File: config.mk
export PLATFORM = sky130hd
export DESIGN_NAME = tp_link_monitor
export DESIGN_NICKNAME = d
export VERILOG_FILES = /design/src/rtl/tplm_pkg.sv /design/src/rtl/tplm_datapath.sv /design/src/rtl/tplm_control.sv /design/src/rtl/tp_link_monitor.sv
export SDC_FILE = /design/constraint.sdc
export NUM_CORES = 1
export LEC_CHECK = 0
export BUFFER_PORTS_ARGS = -buffer_cell sky130_fd_sc_hd__buf_2
export CELL_PAD_IN_SITES_DETAIL_PLACEMENT = 1
export CELL_PAD_IN_SITES_GLOBAL_PLACEMENT = 1
export CORE_MARGIN = 2
export CORE_UTILIZATION = 42
export CTS_CLUSTER_SIZE = 25
export DETAILED_ROUTE_END_ITERATION = 8
export GPL_ROUTABILITY_DRIVEN = 0
export HOLD_SLACK_MARGIN = 0.1
export MAX_ROUTING_LAYER = met4
export PLACE_DENSITY = 0.83
export RECOVER_POWER = 25
export SYNTH_ARGS = -nofsm -noshare
export SYNTH_HDL_FRONTEND = slang
export SYNTH_SLANG_ARGS = --single-unit
export TNS_END_PERCENT = 30
File: constraint.sdc
create_clock -name clk -period 1.6 [get_ports clk]
set_input_delay 0.08 -clock clk [delete_from_list [all_inputs] [get_ports clk]]
set_output_delay 0.08 -clock clk [all_outputs]
set_load 0.005 [all_outputs]
File: src/rtl/tplm_pkg.sv
package tplm_pkg;

  // strobes from control to datapath
  typedef struct packed {
    logic idleRestart;
    logic pulseStart;
    logic failRestart;
    logic runClear;
    logic posInc;
    logic negInc;
  } tplm_ctrl_t;

  // conditions from datapath to control
  typedef struct packed {
    logic idleDone;
    logic failDone;
    logic posHit;
    logic negHit;
  } tplm_stat_t;

endpackage

File: src/rtl/tplm_datapath.sv
module tplm_datapath
  import tplm_pkg::*;
#(
  parameter int IDLE_CYC  = 130000,
  parameter int FAIL_CYC  = 1050000,
  parameter int PULSE_CYC = 1,
  parameter int POS_RUN   = 4,
  parameter int NEG_RUN   = 8
) (
  input  logic       clk,
  input  logic       rst_n,
  input  tplm_ctrl_t ctrl,
  output tplm_stat_t stat,
  output logic       pulseActive
);

  localparam int IDLE_W  = $clog2(IDLE_CYC + 1);
  localparam int FAIL_W  = $clog2(FAIL_CYC + 1);
  localparam int PULSE_W = $clog2(PULSE_CYC + 1);
  localparam int MAXRUN  = (POS_RUN > NEG_RUN) ? POS_RUN : NEG_RUN;
  localparam int RUN_W   = $clog2(MAXRUN + 1);

  logic [IDLE_W-1:0]  idleCnt;
  logic [FAIL_W-1:0]  failCnt;
  logic [PULSE_W-1:0] pulseCnt;
  logic [RUN_W-1:0]   posCnt;
  logic [RUN_W-1:0]   negCnt;

  assign stat.idleDone = (idleCnt == IDLE_W'(IDLE_CYC - 1));
  assign stat.failDone = (failCnt == FAIL_W'(FAIL_CYC - 1));
  assign stat.posHit   = (posCnt == RUN_W'(POS_RUN - 1));
  assign stat.negHit   = (negCnt == RUN_W'(NEG_RUN - 1));
  assign pulseActive   = (pulseCnt != '0);

  // idle-pulse interval timer
  always_ff @(posedge clk) begin
    if (!rst_n)                              idleCnt <= '0;
    else if (ctrl.idleRestart || stat.idleDone) idleCnt <= '0;
    else                                     idleCnt <= idleCnt + 1'b1;
  end

  // pulse width counter
  always_ff @(posedge clk) begin
    if (!rst_n)               pulseCnt <= '0;
    else if (ctrl.pulseStart) pulseCnt <= PULSE_W'(PULSE_CYC);
    else if (pulseActive)     pulseCnt <= pulseCnt - 1'b1;
  end

  // silence timeout, saturating at its terminal count
  always_ff @(posedge clk) begin
    if (!rst_n)                failCnt <= '0;
    else if (ctrl.failRestart) failCnt <= '0;
    else if (!stat.failDone)   failCnt <= failCnt + 1'b1;
  end

  // consecutive-pulse run counters
  always_ff @(posedge clk) begin
    if (!rst_n || ctrl.runClear) begin
      posCnt <= '0;
      negCnt <= '0;
    end else if (ctrl.posInc) begin
      posCnt <= posCnt + 1'b1;
      negCnt <= '0;
    end else if (ctrl.negInc) begin
      negCnt <= negCnt + 1'b1;
      posCnt <= '0;
    end
  end

endmodule

File: src/rtl/tplm_control.sv
module tplm_control
  import tplm_pkg::*;
(
  input  logic       clk,
  input  logic       rst_n,
  input  logic       txActive,
  input  logic       rxActive,
  input  logic       posPulse,
  input  logic       negPulse,
  input  tplm_stat_t stat,
  output tplm_ctrl_t ctrl,
  output logic       linkGood,
  output logic       linkChanged
);

  typedef enum logic {LINK_FAIL = 1'b0, LINK_GOOD = 1'b1} link_state_e;

  link_state_e state, stateNext;
  logic        activity;

  assign activity = rxActive | posPulse | negPulse;

  always_comb begin
    stateNext        = state;
    ctrl             = '0;
    ctrl.idleRestart = txActive;
    ctrl.pulseStart  = stat.idleDone && !txActive;
    ctrl.failRestart = activity;
    unique case (state)
      LINK_GOOD: begin
        if (!activity && stat.failDone) begin
          stateNext     = LINK_FAIL;
          ctrl.runClear = 1'b1;
        end
      end
      LINK_FAIL: begin
        if (rxActive || (posPulse && negPulse)) begin
          ctrl.runClear = 1'b1;
        end else if (posPulse) begin
          if (stat.posHit) begin
            stateNext     = LINK_GOOD;
            ctrl.runClear = 1'b1;
          end else begin
            ctrl.posInc = 1'b1;
          end
        end else if (negPulse) begin
          if (stat.negHit) begin
            stateNext     = LINK_GOOD;
            ctrl.runClear = 1'b1;
          end else begin
            ctrl.negInc = 1'b1;
          end
        end
      end
      default: stateNext = LINK_FAIL;
    endcase
  end

  always_ff @(posedge clk) begin
    if (!rst_n) begin
      state       <= LINK_FAIL;
      linkChanged <= 1'b0;
    end else begin
      state       <= stateNext;
      linkChanged <= (stateNext != state);
    end
  end

  assign linkGood = (state == LINK_GOOD);

endmodule

File: src/rtl/tp_link_monitor.sv
module tp_link_monitor
  import tplm_pkg::*;
#(
  parameter int CLK_HZ  = 10_000_000,
  parameter int POS_RUN = 4,
  parameter int NEG_RUN = 8
) (
  input  logic clk,
  input  logic rst_n,
  input  logic txActive,
  input  logic rxActive,
  input  logic posPulse,
  input  logic negPulse,
  output logic linkPulse,
  output logic linkGood,
  output logic linkChanged
);

  localparam longint IDLE_L  = (longint'(CLK_HZ) * 13) / 1000;
  localparam longint FAIL_L  = (longint'(CLK_HZ) * 105) / 1000;
  localparam longint PULSE_L = longint'(CLK_HZ) / 10_000_000;
  localparam int IDLE_CYC  = int'(IDLE_L);
  localparam int FAIL_CYC  = int'(FAIL_L);
  localparam int PULSE_CYC = (PULSE_L < 1) ? 1 : int'(PULSE_L);

  tplm_ctrl_t ctrl;
  tplm_stat_t stat;

  tplm_control ctrl_i (
    .clk        (clk),
    .rst_n      (rst_n),
    .txActive   (txActive),
    .rxActive   (rxActive),
    .posPulse   (posPulse),
    .negPulse   (negPulse),
    .stat       (stat),
    .ctrl       (ctrl),
    .linkGood   (linkGood),
    .linkChanged(linkChanged)
  );

  tplm_datapath #(
    .IDLE_CYC (IDLE_CYC),
    .FAIL_CYC (FAIL_CYC),
    .PULSE_CYC(PULSE_CYC),
    .POS_RUN  (POS_RUN),
    .NEG_RUN  (NEG_RUN)
  ) dp_i (
    .clk        (clk),
    .rst_n      (rst_n),
    .ctrl       (ctrl),
    .stat       (stat),
    .pulseActive(linkPulse)
  );

endmodule

-- Word-level counts from Yosys, hierarchy flattened
Index checks and enable logic that the tools add are counted.
- register bits: 49
- latch bits: 0
- bits in writable memories: 0
- ROM bits: 0
- input port bits: 6
- output and inout port bits: 3
- logic and storage cells: 55
- memories: 0
- add/subtract/negate cells: 5
- multiply operators: 0
- div/mod/pow operators: 0
- magnitude comparators: 0
- equal/unequal tests: 5
- shift operators: 0
- mux-type cells: 21
- bitwise operators: 4
- reduce and logical (&&, ||, !) cells: 13
- operators with widths (kind ; number):
    adder 21 x 1 -> 21 bit (second input constant) ; 1
    equality test 21 bit (second input constant) ; 1
    adder 17 x 1 -> 17 bit (second input constant) ; 1
    equality test 17 bit (second input constant) ; 1
    2-to-1 mux 1 bit ; 15
    adder 4 x 1 -> 4 bit (second input constant) ; 2
    2-to-1 mux 4 bit ; 2
    OR reduction 2 bit ; 3
    equality test 4 x 2 -> 1 bit (second input constant) ; 1
    equality test 4 x 3 -> 1 bit (second input constant) ; 1
    2-to-1 mux 2 bit ; 2
    one-hot mux 1 bit (2 select lines) ; 2
    logical AND 1 bit ; 3
    logical NOT 1 bit ; 3
    logical OR 1 bit ; 3
    inverter 1 bit ; 2
    bitwise OR 1 bit ; 2
    nonzero test 2 bit ; 1
    != test 1 bit ; 1
    subtractor 1 bit (second input constant) ; 1

-- Longest topological paths before layout
Gate-level depths: netlist (run 1).
- word-level depth: 8
- mapped depth: 7
- depth with buffers taken out: 5

-- By module
A second synthesis (run 1) with hierarchy kept.
- cells, all modules: 271
- area total of the unflattened synthesis: 2352.3 µm²
- by module, submodules not included (module ; times used ; cells each ; area an instance (µm²) ; sequential area each (µm²)):
    tplm_datapath ; 1 ; 250 ; 2183.3 ; 940.9
    tplm_control ; 1 ; 21 ; 168.9 ; 40.0

-- Least setup slack after synthesis (run 1)
Ideal clock, no wire load.
- kind: register to register
- from: register dp_i.failCnt[0]
- to: register dp_i.failCnt[20]
- setup time: 70 ps
- data arrival time: 1672 ps
- data required time: 1530 ps
- slack: -142 ps
- cell stages (with the launch flop): 6
- buffers on the path: 0
- clock period less this slack: 1742 ps
- cells stage by stage: dfxtp_1 -> ha_1 -> nand3_2 -> or3_4 -> or4_1 -> a21oi_1
- word-level cells in the longest chain between the ends: 1
- elaborated cells on any way between the ends: 2
- those cells by class: 1 x add/sub; 1 x eq/ne
- RTL lines (element ; line ; text):
    start, declared ; tplm_datapath.sv:24 ; logic [FAIL_W-1:0] failCnt;
    start signal, assigned ; tplm_datapath.sv:53 ; else if (!stat.failDone) failCnt <= failCnt + 1'b1;
    adder 21 x 1 -> 21 bit / equality test 21 bit (equally long branches) ; tplm_datapath.sv:53, tplm_datapath.sv:30 ;
Several ways; a longest one is shown, not always the timed one.
A chain may end at the register's enable or synchronous reset.

-- Worst setup path after layout (run 1)
- from: register dp_i.failCnt[0]
- to: register dp_i.failCnt[18]
Same word-level chain as after synthesis.

==> summary.txt, run 1 <==
Status
  – Status: finished with violations
  – Failing checks: negative setup slack

Power
  – P per Cell Area: around 750 nW/um2
  – Worst vdd rail ir drop: 568 uV
  – Total power: 2.25 mW
  – Pleak: 1.03 nW

Worst setup path
  – Crit path max-delay cell type: or4_1
  – Worst path cell trace: ha_4 -> nand3_4 -> or3_4 -> or4_1 -> a21oi_2
  – Arr. time, crit path: 1900 ps
  – CP endpoint kind: flop
  – Setup Crit Path Kind: flop to flop
  – Worst Path Max Fanout: 6
  – Startpoint types: flop
  – Worst EP required: 1840 ps
  – Crit path largest cell delay: between 400 and 500 ps

Synthesis
  – Seq/Total Area, Yosys: 0.416
  – Synth top cells by count: 49 x dfxtp_1, 29 x nor2_1, 18 x a21oi_1, 18 x nand2_1, 18 x nand3_1
  – Syn. warnings: 0
  – Post-Syn Instances: around 270
  – Synth Area per Inst: 8.67 um2
  – Count leader, synth: dfxtp_1
  – Cell Area, Synth: 2360 um2
  – Main synth FF type: dfxtp_1
  – Syn Nets: 282
  – Top post-synthesis cells by area: dfxtp_1 42%, nor2_1 4.6%, xor2_1 4.5%
  – Post-synth EDFFs: 0
  – Post-synthesis async set-or-reset flop share: 0
  – Yosys reg bits: 49
  – Post-synthesis cell type count: 49
  – Yosys top cell by area: dfxtp_1
  – Synth top area share: 0.416

Finish
  – Layout Cells excl Fill: slightly below 400
  – Fin area: 3000 um2
  – Ant diodes: 0
  – Area delta synth->final: 27.3%
  – Final #Nets: 322
  – Layout cells sized above 1: 0.304

Floorplanning
  – Die Span Y: roughly 79 um
  – Initial Utilization: 0.431
  – Die footprint: 6230 um2
  – Core Box Area: 5470 um2
  – Die Width: 78.9 um
  – Std cell rows: 27
  – Ports: 9

GRT
  – Total gr overflow: 0
  – Initial antenna violation count: 0
  – Global Route Usage Sum: 0.233
  – Number of global-route vias before repair: approximately 2,300
  – Global-route wire length before repair: 11,200 um
  – Largest net degree at the start of global routing: 20

STA
  – Setup violators final: 11
  – Worst relative slew slack: 0.589
  – Final hold vios: 0
  – RSZ-0062 raised after global routing: true
  – Fmax: 604 MHz
  – Worst Clk Skew: 19.3 ps
  – Total negative setup slack: -283 ps
  – Final Critical Period: 1650 ps
  – Worst-margin pin slew: 611 ps
  – Max-slew violation count: 0
  – Setup slack after layout: -54.7 ps
  – Period utilization: 1.03

Run
  – Max Cap Violations: 0

Placement
  – Hpwl dp: 4330 um
  – Pre-CTS WS: -135 ps
  – Cell Count Post-Placement: 370
  – Placed Area: 2680 um2
  – PortBufs: 8

CTS
  – H-tree depth: 2
  – CTS Buf Count: 5
  – Clk buf depth: 2
  – TritonCTS clock tree: built
  – Clock sink count: 49
  – Root buf cell: clkbuf_8
  – Clk pin slew, worst setup/hold paths: 100 ps
  – Clock Latency Late Sink: 310 ps

Route
  – DR DRC count: 0
  – Initial DRT Pass Iterations: 4
  – Number of DRC markers in iteration 0: 129
  – DR vias/cell: 5.91
  – Post-Route WL: 7220 um
  – DR WL/cell: 18.7 um
  – Routed via count: 2,275
  – Antenna viol nets, final: 0

Worst hold path
  – Hold Path Class: input port to flop
## cell usage in the layout, fill, tap and decap left out, types with 4 or more instances in the layout
master | netlist | final
nand2_1 | 18 | 18
a21oi_1 | 18 | 10
nand3_1 | 18 | 15
nand4_1 | 8 | 8
buf_4 | 0 | 33
dfxtp_2 | 0 | 11
dfxtp_1 | 49 | 37
xor2_1 | 12 | 12
clkbuf_8 | 0 | 6
o21ai_0 | 7 | 6
and2_1 | 4 | 4
a31oi_1 | 4 | 4
nor4_1 | 5 | 4
inv_1 | 5 | 5
buf_2 | 1 | 6
mux2i_1 | 5 | 5
and3_1 | 6 | 4
nor3_1 | 11 | 10
xnor2_1 | 11 | 11
nor2_1 | 29 | 29
a21oi_2 | 0 | 8
## registers in the layout, summed over array words and instances, names as in the netlist
register	count
ctrl_i.linkChanged	1
dp_i.posCnt	4
dp_i.pulseActive	1
dp_i.negCnt	4
dp_i.failCnt	21
ctrl_i.linkGood	1
dp_i.idleCnt	17
## worst max-delay path: cells and delay by family (launching register included)
kind                       cells  cell delay [ps]
adders and majority gates      1              170
AOI/OAI and AO/OA              1              150
and+or+nand+nor                3              890
DFF                            1              370
## per-stage QoR
step                hold slack (ps)  utilization
floorplan                       266            -
global placement                359        0.489
detailed placement              369        0.489
CTS                             264        0.524
global route                    273        0.548
finish                          250        0.548
## path summary, 6_finish.rpt
check                  startpoint                to  slack [ps]  depth (start not counted)
hold reg to reg   dp_i.idleCnt[0]   dp_i.idleCnt[0]         450                          1
setup / recovery  dp_i.failCnt[0]  dp_i.failCnt[18]         -50                          5
hold / removal           rxActive    dp_i.posCnt[0]         250                          4
setup reg to reg  dp_i.failCnt[0]  dp_i.failCnt[18]         -50                          5
## routing by layer
layer / vias to the layer above / global-route usage / routed length [um] / part of all wire
met5: - / - / 0 / 0
met4: 0 / 0.0931 / 134 / 0.019
met3: 15 / 0.0489 / 236 / 0.033
met2: 48 / 0.401 / 3740 / 0.52
met1: 1143 / 0.267 / 3110 / 0.43
li1: 1069 / - / - / -
## area by class of cell
cell class / instances / area, um2
clock buffer: 6 / 82.6
clock inverter: 2 / 37.5
fill: 666 / 2470
inverter: 5 / 18.8
multi-input combinational: 208 / 1470
sequential: 49 / 998
tap: 72 / 90.1
timing repair buffer: 43 / 305
## power breakdown
part / internal, mW / switching, mW / total (mW) / leakage [nW]
combinational: 0.0298 / 0.0523 / 0.0820 / 0.570
clock: 0.509 / 0.430 / 0.939 / 0.0574
sequential: 1.22 / 0.00483 / 1.23 / 0.401
total: 1.76 / 0.487 / 2.25 / 1.03
## cell families after synthesis
group | count (synthesis) | synth area share
buffers and inverters | 15 | 0.0276
AOI/OAI and AO/OA | 47 | 0.126
xor gates and xnor gates | 23 | 0.0855
and+or+nand+nor | 129 | 0.303
muxes | 5 | 0.0212
adders and majority gates | 4 | 0.0212
DFF | 49 | 0.416
## timing repair
action                                  4_1_cts  5_1_grt
endpoints found under the hold margin         3        0
gates cloned                                  0        0
hold buffers                                  2        0
setup buffers                                 1        4
resized for setup                            12       28
pin swaps                                     6        7
endpoints found under the setup margin       11       32
Note: power is estimated with default switching activity, not from simulation.
==> run 2: changes to the inputs <==
--- a/config.mk
+++ b/config.mk
@@ -5,17 +5,16 @@
 export SDC_FILE = /design/constraint.sdc
 export NUM_CORES = 1
 export LEC_CHECK = 0
+export ABC_AREA = 1
 export BUFFER_PORTS_ARGS = -buffer_cell sky130_fd_sc_hd__buf_2
 export CELL_PAD_IN_SITES_DETAIL_PLACEMENT = 1
 export CELL_PAD_IN_SITES_GLOBAL_PLACEMENT = 1
-export CORE_MARGIN = 2
-export CORE_UTILIZATION = 42
+export CORE_UTILIZATION = 41
 export CTS_CLUSTER_SIZE = 25
 export DETAILED_ROUTE_END_ITERATION = 8
-export GPL_ROUTABILITY_DRIVEN = 0
 export HOLD_SLACK_MARGIN = 0.1
 export MAX_ROUTING_LAYER = met4
-export PLACE_DENSITY = 0.83
+export PLACE_DENSITY = 0.84
 export RECOVER_POWER = 25
 export SYNTH_ARGS = -nofsm -noshare
 export SYNTH_HDL_FRONTEND = slang
==> run 2 against run 1 <==
The run now ends clean. Sequential share of layout area grew 1.0 points. First-iteration DRC count shrank 52%. Clock power shrank 21%. Final area shrank 4.6%. Global-route usage shrank 2.9 points. Sequential power is essentially flat. Combinational power grew 8.3%. Synthesized cell count grew 29%. Wire length shrank 16%. Final cell count grew 17%. Die area grew 4.9%. Critical path type unchanged. Critical endpoint is now dp_i.posCnt[2]. Largest cell class unchanged. Highest routed layer unchanged.
==> summary.txt, run 2 <==
Status
  – Status: finished, final reports clean

Worst hold path
  – Hold Path Depth: 4
  – Hold Path Class: input port to flop
  – WHS Endpoint: ctrl_i.linkChanged
  – Min-delay src: posPulse

Finish
  – Largest registers: dp_i.failCnt (21), dp_i.idleCnt (17)
  – Sequential Area: 982 um2
  – Final #Nets: 385
  – Layout cells sized above 1: 0.168
  – Largest register FFs: 21
  – Most common cell after layout, fill and taps aside: nand2_1
  – Ant diodes: 0
  – Core Util, Final: 0.481
  – Commonest non-fill, non-tap cells in the layout: 57 x nand2_1, 50 x nor2_1, 48 x dfxtp_1, 38 x inv_1, 29 x nand3_1
  – Area of the multi-input gates: between 1000 and 1500 um2
  – Area delta synth->final: 12.4%
  – Largest Register: dp_i.failCnt
  – Fillers: 773

Power
  – Clock power frac: 0.360
  – Sw Share: 0.239
  – Pleak: 1.05 nW
  – Power share of the sequential group: 0.597
  – Comb pwr share: 0.043
  – Worst vdd rail ir drop: 427 uV
  – Switch Pwr: 494 uW
  – P per Cell Area: 720 nW/um2
  – P_int: about 1.6 mW
  – Total power: 2.06 mW

Worst setup path
  – Reg-to-reg critical path endpoint: dp_i.posCnt[2]
  – Worst EP required: approximately 1800 ps
  – Setup Crit Path Kind: flop to flop
  – Startpoint types: flop
  – FF-to-FF setup slack: 130 ps
  – CP endpoint kind: flop
  – Worst Path Max Fanout: 4
  – RR Startpoint: dp_i.failCnt[0]
  – R2r worst-path depth: 8
  – Arr. time, crit path: roughly 1700 ps

GRT
  – Largest net degree at the start of global routing: 16
  – Initial antenna violation count: 0
  – Global-route wire length before repair: between 9000 and 10,000 um
  – Global Route Usage Sum: 0.204
  – Total gr overflow: 0
  – Number of global-route vias before repair: 2,304

STA
  – Worst-margin pin slew: around 330 ps
  – Final Critical Period: 1470 ps
  – Worst relative slew slack: 0.782
  – Fmax: 681 MHz
  – Setup violators final: 0
  – Period utilization: 0.918
  – Final hold vios: 0
  – Max-slew violation count: 0
  – Worst Clk Skew: 6.50 ps

Route
  – DR vias/cell: 5.08
  – Number of DRC markers in iteration 0: 62
  – Routed via count: 2,293
  – DR DRC count: 0
  – DR WL/cell: around 14 um
  – Initial DRT Pass Iterations: 4
  – Antenna viol nets, final: 0
  – Post-Route WL: between 6000 and 7000 um

Synthesis
  – Yosys top cell by area: dfxtp_1
  – Post-Syn Instances: ~350
  – Simple logic cell fraction of the synthesized area: 0.380
  – Top post-synthesis cells by area: dfxtp_1 39%, nand2_1 8.4%, nor2_1 7.5%
  – Main synth FF type: dfxtp_1
  – Synth Area in Compound Gates: 0.0943
  – Yosys reg bits: 49
  – Post-synthesis cell type count: 33
  – Synth Area per Inst: 7.26 um2
  – Count leader, synth: nand2_1
  – Cell Area, Synth: roughly 2500 um2
  – Largest family of logic cells by synthesized area: simple AND/OR/NAND/NOR gates
  – Seq/Total Area, Yosys: 0.385
  – Post-synthesis async set-or-reset flop share: 0
  – Syn. warnings: 0
  – Synth Area in XOR/XNOR: 0.0447
  – Synth top cells by count: 57 x nand2_1, 51 x nor2_1, 49 x dfxtp_1
  – Post-synth EDFFs: 0
  – Area share of fa/ha/maj cells after synthesis: 0.0196
  – Mux share of post-synthesis cell area: 0
  – Synth top area share: 0.385
  – Syn Nets: around 360

Floorplanning
  – Ports: 9
  – Std cell rows: 28
  – Die Width: 80.8 um
  – Die footprint: 6530 um2
  – Core Box Area: 5960 um2
  – Initial Utilization: 0.428
  – Die Span Y: 80.8 um

CTS
  – TritonCTS clock tree: built
  – CTS Buf Count: 5
  – H-tree depth: 2
  – Clk pin slew, worst setup/hold paths: 90 ps
  – Root buf cell: clkbuf_8
  – Clock sink count: 49
  – Clock Latency Late Sink: 310 ps
  – Clk buf depth: 2

Placement
  – Routability cong.: 0.778
  – PortBufs: 8
  – Hpwl dp: 4620 um

Run
  – Max Cap Violations: 0
-- run 2: cell types whose count changed in the layout (fill, tap and decap cells not counted), moves of 10 or more --
cell	before	now
a21oi_1	10	24
inv_1	5	38
nand2_1	18	57
nand3_1	15	29
nor2_1	29	50
dfxtp_2	11	1
buf_4	33	9
dfxtp_1	37	48
-- run 2: layout make-up --
type	count	area share
Timing Repair Buffer	20	0.0446
Clock buffer	6	0.0253
Inverter	46	0.0603
Clock inverter	2	0.00524
Sequential cell	49	0.343
Multi-Input combinational cell	253	0.489
Tap cell	75	0.0328
-- run 2: worst max path at each step --
stage,startpoint,to,cells past startpoint
after floorplan,dp_i.failCnt[0],dp_i.negCnt[0],8
after global placement,dp_i.idleCnt[0],dp_i.idleCnt[5],7
after detailed placement,dp_i.failCnt[0],dp_i.posCnt[2],8
after CTS,dp_i.failCnt[0],dp_i.negCnt[0],8
after global routing,dp_i.failCnt[0],dp_i.negCnt[0],8
final,dp_i.failCnt[0],dp_i.posCnt[2],8
-- run 2: worst max-delay path, stage by stage, from the launching register on --
cell     delay, ps
dfxtp_1        410
ha_4           190
nand3_4        110
nor2_4         140
nand4_1        130
nand2_1        130
nand2_1        100
nand2_2        120
nor2_1          50
-- run 2: cell families after synthesis --
group / Yosys count
AO/OA/AOI/OAI: 46
AND/OR/NAND/NOR: 190
flip-flops: 49
adder cells (fa/ha/maj): 4
XOR/XNOR: 13
buffers and inverters: 49
-- run 2: per-layer routing --
layer	track usage	routed length, um	part of all wire	vias to the layer above
met5	-	0	0	-
met4	0.0768	117	0.019	0
met3	0.0337	80	0.013	12
met2	0.377	3240	0.53	11
met1	0.215	2650	0.44	1082
li1	-	-	-	1188
-- run 2: per-stage QoR --
stage | setup WS [ps] | TNS [ps] | hold WS (ps) | instances | area [um2]
global route | -7.10 | -7.10 | 246 | 451 | 2860
detailed placement | 109 | 0 | 272 | 438 | 2710
finish | 132 | 0 | 201 | 451 | 2860
CTS | 25.5 | 0 | 196 | 448 | 2820
floorplan | 219 | 0 | 157 | 351 | 2550
global placement | 141 | 0 | 282 | 438 | 2710
-- run 2: what timing repair did --
action / CTS / global route
resized for setup: 0 / 8
endpoints found under the setup margin: 0 / 22
setup buffers: 0 / 3
hold endpoints to repair: 9 / 0
hold buffers: 2 / 0
-- run 2: power by group through the flow --
stage	Combinational (mW)	Clock, mW	Sequential [mW]
3_3_place_gp	0.0789	0	1.26
3_5_place_dp	0.0819	0	1.26
6_report	0.0888	0.743	1.23
4_1_cts	0.0863	0.782	1.23
2_1_floorplan	0.0510	0	1.26
5_1_grt	0.100	0.809	1.23
==> run 3: changes to the inputs <==
--- a/config.mk
+++ b/config.mk
@@ -13,7 +13,6 @@
 export CTS_CLUSTER_SIZE = 25
 export DETAILED_ROUTE_END_ITERATION = 8
 export HOLD_SLACK_MARGIN = 0.1
-export MAX_ROUTING_LAYER = met4
 export PLACE_DENSITY = 0.84
 export RECOVER_POWER = 25
 export SYNTH_ARGS = -nofsm -noshare
==> run 3 against run 2 <==
Non-clock buffer count is the same. Flip-flop and latch count is the same. Final area is the same. Global-route usage shrank 0.56 points. Critical endpoint unchanged.
==> summary.txt, run 3 (synthesis results as in run 2) <==
Status
  – Status: finished, final reports clean

CTS
  – Clk buf depth: 2
  – Root buf cell: clkbuf_8
  – H-tree depth: 2
  – Clock Latency Late Sink: 310 ps
  – Clock sink count: 49
  – CTS Buf Count: 5
  – TritonCTS clock tree: built
  – Clk pin slew, worst setup/hold paths: approximately 90 ps

Worst setup path
  – CP endpoint kind: flop
  – Reg-to-reg critical path endpoint: dp_i.posCnt[2]
  – Top cell by count, worst path: nand2_1
  – FF-to-FF setup slack: 130 ps
  – Crit path max-delay family: simple AND/OR/NAND/NOR gates
  – Worst Path Max Fanout: 4
  – Setup Crit Path Kind: flop to flop
  – Arr. time, crit path: 1690 ps
  – Crit path largest cell delay: 410 ps
  – RR Startpoint: dp_i.failCnt[0]
  – R2r worst-path depth: 8
  – Worst path cell trace: ha_4 -> nand3_4 -> nor2_4 -> nand4_1 -> nand2_1 -> nand2_1 -> nand2_2 -> nor2_1
  – Number of buffers and inverters on the critical path: 0
  – Startpoint types: flop
  – Crit path max-delay cell type: dfxtp_1
  – Worst EP required: 1820 ps

Placement
  – PortBufs: 8
  – Pre-CTS WS: 109 ps
  – Hpwl dp: about 4600 um
  – Routability cong.: 0.768
  – Placed Area: 2710 um2

Route
  – Routed via count: 2,285
  – Antenna viol nets, final: 0
  – Initial DRT Pass Iterations: 4
  – DR WL/cell: 13.5 um
  – DR DRC count: 0
  – Post-Route WL: 6090 um
  – Number of DRC markers in iteration 0: 64
  – DR vias/cell: 5.07

Finish
  – Largest registers: dp_i.failCnt (21), dp_i.idleCnt (17)
  – Fillers: roughly 770
  – Sequential Area: 982 um2
  – Fin area: 2860 um2
  – Ant diodes: 0
  – Largest register FFs: 21
  – Final #Nets: ~390
  – Area of the multi-input gates: 1400 um2
  – Most common cell after layout, fill and taps aside: nand2_1
  – Commonest non-fill, non-tap cells in the layout: 57 x nand2_1, 50 x nor2_1, 48 x dfxtp_1, 38 x inv_1, 29 x nand3_1
  – Largest Register: dp_i.failCnt
  – Area delta synth->final: 12.4%
  – Layout cells sized above 1: 0.168

GRT
  – Global Route Usage Sum: 0.198
  – Total gr overflow: 0
  – Initial antenna violation count: 0
  – Global-route wire length before repair: roughly 10,000 um
  – Number of global-route vias before repair: about 2,300
  – Largest net degree at the start of global routing: 16

Power
  – P per Cell Area: about 700 nW/um2
  – Pleak: 1.05 nW
  – Worst vdd rail ir drop: about 430 uV

Worst hold path
  – WHS Endpoint: ctrl_i.linkChanged
  – Min-delay src: posPulse
  – Hold Path Class: input port to flop
  – Hold Path Depth: 4

STA
  – Final hold vios: 0
  – Fmax: 681 MHz
  – Worst-margin pin slew: about 330 ps
  – Worst relative slew slack: 0.782
  – Final Critical Period: 1470 ps
  – Period utilization: 0.918
  – Setup slack after layout: ~130 ps
  – Worst Clk Skew: 7.24 ps
  – Max-slew violation count: 0
  – Setup violators final: 0

Floorplanning
  – Die Width: 80.8 um
  – Die footprint: 6530 um2
  – Ports: 9
  – Die Span Y: 80.8 um
  – Std cell rows: 28
  – Core Box Area: 5960 um2
  – Initial Utilization: 0.428

Run
  – Max Cap Violations: 0
## run 3: cell counts in the layout (fill, tap and decap cells not counted)
No cell type changed its count.
## run 3: routing by layer
metal	part of all wire	track usage	vias up
met1	0.43	0.218	1072
li1	-	-	1189
met3	0.012	0.0337	12
met2	0.53	0.375	12
met4	0.021	0.0768	0
met5	0	0	-
## run 3: power by group
part	switching, mW	total (mW)	leakage (nW)	internal (mW)
combinational	0.0544	0.0888	0.615	0.0344
sequential	0.00527	1.23	0.395	1.22
clock	0.437	0.745	0.0374	0.309
## run 3: worst min-delay path, cell delays in order
cell	delay [ps]
buf_2	110
nand2_1	100
nand3_1	120
a21oi_1	60
## run 3: what timing repair did
| item | 4_1_cts | 5_1_grt |
|---|---|---|
| gates resized for setup | 0 | 8 |
| endpoints found under the hold margin | 9 | 0 |
| buffers inserted | 0 | 3 |
| hold buffers | 2 | 0 |
| setup endpoints to repair | 0 | 22 |
## run 3: how the worst max path moves through the flow
stage | cells past startpoint | end | start | slack (ps)
finish | 8 | dp_i.posCnt[2] | dp_i.failCnt[0] | 130
global route | 8 | dp_i.negCnt[0] | dp_i.failCnt[0] | -7
global placement | 7 | dp_i.idleCnt[5] | dp_i.idleCnt[0] | 140
detailed placement | 8 | dp_i.posCnt[2] | dp_i.failCnt[0] | 110
CTS | 8 | dp_i.negCnt[0] | dp_i.failCnt[0] | 30
floorplan | 8 | dp_i.negCnt[0] | dp_i.failCnt[0] | 220
## run 3: cell type report
cell class                 instances  area share
clock buffer                       6      0.0253
tap                               75      0.0328
multi-input combinational        253       0.489
clock inverter                     2     0.00524
inverter                          46      0.0603
sequential                        49       0.343
timing repair buffer              20      0.0446
## run 3: metrics by stage
step                setup TNS [ps]  utilization  std cells  hold slack [ps]  total power, mW
finish                           0        0.481        451              202             2.06
global route                 -7.10        0.481        451              246             2.14
CTS                              0        0.474        448              196             2.10
detailed placement               0        0.455        438              272             1.34
global placement                 0        0.455        438              282             1.34
floorplan                        0            -        351              157             1.31
